File: src/rtl/csynth_pkg.sv
package csynth_pkg;

  typedef struct packed {
    logic       w;
    logic       x;
    logic [5:0] y;
  } synctl_t;

  localparam int unsigned WR_W    = 8;
  localparam int unsigned RD_W    = 9;
  localparam int unsigned RATIO_W = 9;

  // Feedback ratio from the in-loop fields: (Y+1) scaled by 4 when W is set.
  function automatic logic [RATIO_W-1:0] loop_ratio_f(input logic w, input logic [5:0] y);
    logic [RATIO_W-1:0] base;
    base = {3'b000, y} + 9'd1;
    return w ? (base << 2) : base;
  endfunction

  function automatic logic [RD_W-1:0] pack_rd_f(input synctl_t c, input logic lk);
    return {lk, c.w, c.x, c.y};
  endfunction

  // True when a write word alters a field that sits inside the loop.
  function automatic logic in_loop_change_f(input synctl_t cur, input synctl_t nxt);
    return (cur.w != nxt.w) || (cur.y != nxt.y);
  endfunction

endpackage

File: src/rtl/csynth_sync2.sv
module csynth_sync2 #(
  parameter int unsigned STAGES = 2
) (
  input  logic clk,
  input  logic por_n,
  input  logic d_async,
  output logic q_sync
);
  logic [STAGES-1:0] chain;

  always_ff @(posedge clk or negedge por_n) begin
    if (!por_n) chain <= '0;
    else        chain <= {chain[STAGES-2:0], d_async};
  end

  assign q_sync = chain[STAGES-1];
endmodule

File: src/rtl/csynth_postdiv.sv
module csynth_postdiv (
  input  logic clk,
  input  logic por_n,
  input  logic x_sel,
  output logic sys_clk,
  output logic period_end
);
  logic [1:0] phase;
  logic       act_x;

  // Last count of the current period: 1 when halving, 3 when quartering.
  assign period_end = act_x ? (phase == 2'd1) : (phase == 2'd3);

  always_ff @(posedge clk or negedge por_n) begin
    if (!por_n) begin
      phase <= 2'd0;
      act_x <= 1'b0;
    end else if (period_end) begin
      phase <= 2'd0;
      act_x <= x_sel;
    end else begin
      phase <= phase + 2'd1;
    end
  end

  assign sys_clk = act_x ? phase[0] : phase[1];

  // the divide selection only moves on the edge that closes a period
  a_r4_switch_on_period_end: assert property (@(posedge clk) disable iff (!por_n)
    !$stable(act_x) |-> $past(period_end));

  // every period begins low
  a_r4_period_starts_low: assert property (@(posedge clk) disable iff (!por_n)
    $past(period_end) |-> !sys_clk);
endmodule

File: src/rtl/csynth_lock_seq.sv
module csynth_lock_seq #(
  parameter int unsigned MASK_REFS = 16
) (
  input  logic clk,
  input  logic por_n,
  input  logic ref_tick,
  input  logic lock_s,
  input  logic relock_req,
  output logic slock,
  output logic rst_out_n
);
  localparam int unsigned CW = $clog2(MASK_REFS + 1);

  logic [CW-1:0] mask_cnt;
  logic          mask_done;

  assign mask_done = (mask_cnt == '0);

  always_ff @(posedge clk or negedge por_n) begin
    if (!por_n)                     mask_cnt <= CW'(MASK_REFS);
    else if (relock_req)            mask_cnt <= CW'(MASK_REFS);
    else if (ref_tick && !mask_done) mask_cnt <= mask_cnt - 1'b1;
  end

  assign slock = lock_s && mask_done;

  always_ff @(posedge clk or negedge por_n) begin
    if (!por_n)     rst_out_n <= 1'b0;
    else if (slock) rst_out_n <= 1'b1;
  end

  // a loop-field change hides lock on the following cycle
  a_r5_relock_masks: assert property (@(posedge clk) disable iff (!por_n)
    relock_req |=> !slock);

  // the flag never claims lock the synchronizer does not report
  a_r5_flag_needs_lock: assert property (@(posedge clk) disable iff (!por_n)
    slock |-> lock_s);

  // reset release is caused by a lock indication
  a_r8_release_on_lock: assert property (@(posedge clk) disable iff (!por_n)
    $rose(rst_out_n) |-> $past(slock));

  // once released, reset stays released
  a_r8_release_sticky: assert property (@(posedge clk) disable iff (!por_n)
    rst_out_n |=> rst_out_n);
endmodule

File: src/rtl/csynth_ctrl.sv
module csynth_ctrl
  import csynth_pkg::*;
#(
  parameter int unsigned MASK_REFS = 16,
  parameter logic [5:0]  RST_Y     = 6'd63
) (
  input  logic               clk,
  input  logic               por_n,
  input  logic               ref_tick,
  input  logic               lock_det,
  input  logic               wr_en,
  input  logic [WR_W-1:0]    wr_data,
  output logic [RD_W-1:0]    rd_data,
  output logic [RATIO_W-1:0] loop_ratio,
  output logic               sys_clk_o,
  output logic               rst_out_n
);
  synctl_t ctl_q;
  synctl_t wr_word;
  logic    relock_req;
  logic    lock_s;
  logic    slock;
  logic    period_end;

  assign wr_word    = synctl_t'(wr_data);
  assign relock_req = wr_en && in_loop_change_f(ctl_q, wr_word);

  always_ff @(posedge clk or negedge por_n) begin
    if (!por_n)     ctl_q <= '{w: 1'b0, x: 1'b0, y: RST_Y};
    else if (wr_en) ctl_q <= wr_word;
  end

  csynth_sync2 #(.STAGES(2)) u_sync (
    .clk    (clk),
    .por_n  (por_n),
    .d_async(lock_det),
    .q_sync (lock_s)
  );

  csynth_lock_seq #(.MASK_REFS(MASK_REFS)) u_lock (
    .clk       (clk),
    .por_n     (por_n),
    .ref_tick  (ref_tick),
    .lock_s    (lock_s),
    .relock_req(relock_req),
    .slock     (slock),
    .rst_out_n (rst_out_n)
  );

  csynth_postdiv u_div (
    .clk       (clk),
    .por_n     (por_n),
    .x_sel     (ctl_q.x),
    .sys_clk   (sys_clk_o),
    .period_end(period_end)
  );

  assign rd_data    = pack_rd_f(ctl_q, slock);
  assign loop_ratio = loop_ratio_f(ctl_q.w, ctl_q.y);

  // an out-of-loop write leaves lock alone unless the detector drops
  a_r6_x_write_keeps_lock: assert property (@(posedge clk) disable iff (!por_n)
    (wr_en && !relock_req && slock) |=> (slock || !lock_s));

  // a write during reset hold does not open reset by itself
  a_r9_write_no_release: assert property (@(posedge clk) disable iff (!por_n)
    (wr_en && !rst_out_n && !slock) |=> !rst_out_n);

  // ratio stays inside the reachable range
  always_comb begin
    if (por_n) begin
      a_r2_ratio_range: assert (loop_ratio >= 9'd1 && loop_ratio <= 9'd256);
    end
  end
endmodule

File: config.mk
export PLATFORM = sky130hd
export DESIGN_NAME = csynth_ctrl
export DESIGN_NICKNAME = d
export VERILOG_FILES = /design/src/rtl/csynth_pkg.sv /design/src/rtl/csynth_sync2.sv /design/src/rtl/csynth_postdiv.sv /design/src/rtl/csynth_lock_seq.sv /design/src/rtl/csynth_ctrl.sv
export SDC_FILE = /design/constraint.sdc
export NUM_CORES = 1
export LEC_CHECK = 0
export ABC_AREA = 0
export BUFFER_PORTS_ARGS = -buffer_cell sky130_fd_sc_hd__buf_2
export CAP_MARGIN = 10
export CORE_MARGIN = 2
export CORE_UTILIZATION = 45
export DETAILED_ROUTE_END_ITERATION = 7
export PLACE_DENSITY = 0.86
export SLEW_MARGIN = 20
export SYNTH_ARGS = -nofsm -noshare
export SYNTH_HDL_FRONTEND = slang
export SYNTH_SLANG_ARGS = --single-unit
File: constraint.sdc
create_clock -name clk -period 1.4 [get_ports clk]
set_input_delay 0.14 -clock clk [delete_from_list [all_inputs] [get_ports clk]]
set_output_delay 0.14 -clock clk [all_outputs]
set_load 0.05 [all_outputs]
==> run metrics <==
Setup Viol. Count Final 16; number of global-route vias before repair between 900 and 1,000; EDFF count, synth 0; Post-layout nets between 150 and 200; Die X-Extent about 53 um; DRC violations left 0; Vias 940; Syn Area/Cell approximately 10 um^2; die area roughly 2800 um^2; Simple-Gate Fraction of Synth Area between 15 and 20%; gr usage total between 20% and 30%; power share of the clock group around an eighth; skew final between 0.01 and 0.015 ns; Root Driver clkbuf_4; Final Instance Area 1780 um^2; Die Y around 53 um; combinational share of power about 55%; max_cap viols 0; CP Launch Type flip-flop; Max Fclk around 530 MHz; final hold vios 0; Placer Congestion 0.766; Syn Inst Count around 100; Reg clk slew, reported paths ~0.12 ns; XOR/XNOR Fraction of Synth Area between 10% and 20%; row cnt 17; Final Critical Period about 1.9 ns; Crit path arrival time ~1.8 ns; WL final between 2 and 3 mm; post-synthesis sequential area ratio around 46%; Yosys reg bits 19; PortBufs 32; adder-cell share of the synthesized area 2.36%; Inserted Clock Buffers 3; post-synthesis cell area approximately 1100 um^2; FF-to-FF setup slack -0.23 ns; Setup WS post-layout -0.503 ns; core footprint 2210 um^2; Cells after DPL 174; unrepaired setup endpoints after global routing true; Slew Limit Headroom ~73%; CTS tree done; Net Sw Frac 42.5%; most common cell in the netlist dfrtp_1; Yosys warning total 0; clock latency on the worst-skew pair about 0.3 ns; via/cell ratio 5.08; largest family of logic cells by synthesized area simple AND/OR/NAND/NOR gates; Clock Sinks 19; clk buf depth 2; Power Dens Cells between 1000 and 1500 nW/um^2; fin crit share 136%; Lkg Pwr 0.787 nW; Ant. Diodes 0; Netlist cell types 34; I/O pin count 33; Hold WC Path Type input port to flip-flop; synthesis-to-finish area growth 68.0%; status complete, but fails checks; Net Count, Synth 117; Slew @ Worst Pin 0.401 ns; Fin Hold WS 0.0781 ns; top-area cell type share of the netlist area between 20% and 30%; CP max FO 3; Required @ worst endpoint around 1.3 ns; Final Max Tran Viols 0; Post-DRT Antenna Nets 0; Initial Utilization slightly below 50%; H-Tree Depth 1; Top FF cell, synth dfrtp_1; Overflow after GRT 0; post-synthesis mux area share slightly above 10%; total iterations of the first detailed-routing run 4; DP HPWL 1.79 mm; CP endpoint kind output pin; violations in the final reports negative setup slack; first-pass GRT wire length ~4.4 mm; Synth area leader dfrtp_1; drt initial violations 10; switching power slightly below 1 mW; cell-internal power 1.31 mW; Synth area leaders dfrtp_1, dfstp_2, mux2_2; Max rail drop VDD 1.13 mV; pin count of the biggest net entering global routing 20; antenna violations before repair 0; asr flop ratio synth 100%; Post-synth top cells dfrtp_1, nand2_1, mux2_2; compound-cell area share of the yosys netlist ~7.4%; post-route insts no fill around 190; Seq pwr share between 30% and 40%; critical path type flip-flop to output pin; routed len/inst between 10 and 15 um; layout cells sized above 1 about two thirds; placed cell area around 1500 um^2
-- area by class of cell --
cell class | count | area, um^2
multi-input combinational | 70 | 691
tap | 28 | 35.0
fill | 111 | 428
clock buffer | 3 | 22.5
timing repair buffer | 58 | 510
clock inverter | 1 | 7.51
inverter | 6 | 25.0
sequential | 19 | 493
-- through the flow --
| step | util, % | power (mW) | setup slack [ns] | TNS [ns] |
|---|---|---|---|---|
| after floorplan | - | 1.53 | -0.394 | -3.32 |
| after global routing | 80.7 | 2.42 | -0.577 | -5.81 |
| final | 80.7 | 2.29 | -0.503 | -4.76 |
| after global placement | 68.1 | 1.76 | -0.182 | -1.65 |
| after CTS | 78.3 | 2.22 | -0.477 | -4.49 |
| after detailed placement | 68.1 | 1.80 | -0.243 | -2.17 |
-- power by group through the flow --
| stage | clock network, mW | registers (mW) | logic (mW) |
|---|---|---|---|
| CTS | 0.279 | 0.749 | 1.19 |
| detailed placement | 0 | 0.757 | 1.04 |
| global route | 0.315 | 0.769 | 1.33 |
| floorplan | 0 | 0.879 | 0.656 |
| finish | 0.280 | 0.754 | 1.25 |
| global placement | 0 | 0.748 | 1.02 |
-- layout by cell type (no fill, tap or decap), drive strengths merged --
cell	count
a21oi	3
mux2i	2
o41a	1
xnor2	7
or4b	1
inv	6
xor2	6
and3	1
dfrtp	12
and2	1
nor2	8
nor3	1
dfstp	7
or2	2
or3	1
a211oi	1
dlygate4sd3	2
buf	55
o311a	1
nand3	4
o31ai	1
nand4b	1
nand4	1
clkbuf	4
clkinvlp	1
nand2	11
nor3b	1
a21o	1
mux2	8
o21ai	4
ha	2
-- registers in the layout, indices dropped and copies added (netlist names) --
register / count
u_sync.chain: 2
u_div.phase: 2
rd_data: 8
u_lock.rst_out_n: 1
u_lock.mask_cnt: 5
u_div.act_x: 1
-- metal layers --
| metal | GRT usage (%) | wire (um) | vias to the layer above | share of wire [%] |
|---|---|---|---|---|
| met5 | 0 | 0 | - | 0 |
| met4 | 6.41 | 44 | 0 | 1.6 |
| met3 | 4.29 | 104 | 4 | 3.9 |
| met2 | 38.3 | 1440 | 28 | 53 |
| met1 | 28.1 | 1110 | 459 | 41 |
| li1 | - | - | 449 | - |
-- timing repair --
item | CTS | global route
endpoints found under the hold margin | 13 | 0
hold buffers | 2 | 0
gates resized for setup | 44 | 8
pin swaps | 8 | 6
gates cloned | 0 | 0
setup buffers | 2 | 3
endpoints found under the setup margin | 20 | 21
-- worst max-delay path, cell delays in order (launching register included) --
cell      delay, ns
dfstp_4        0.67
ha_4           0.17
nand3_4        0.08
nor3b_4        0.17
a211oi_4       0.18
buf_6          0.19
-- worst paths after layout --
check / from / endpoint / depth (start not counted)
setup / recovery: rd_data[0] / loop_ratio[4] / 5
hold / removal: wr_data[6] / rd_data[6] / 2
setup reg to reg: u_lock.mask_cnt[0] / u_lock.mask_cnt[3] / 7
hold reg to reg: u_sync.chain[0] / u_sync.chain[1] / 0
max in group asynchronous: por_n / rd_data[3] / 2
min in group asynchronous: por_n / u_lock.mask_cnt[0] / 2
-- logic make-up after synthesis --
family / Yosys count
and+or+nand+nor: 33
DFF: 19
xor gates and xnor gates: 13
buffers and inverters: 13
AOI/OAI and AO/OA: 12
muxes: 10
adders and majority gates: 2
Power figures use the tool's default switching activity.
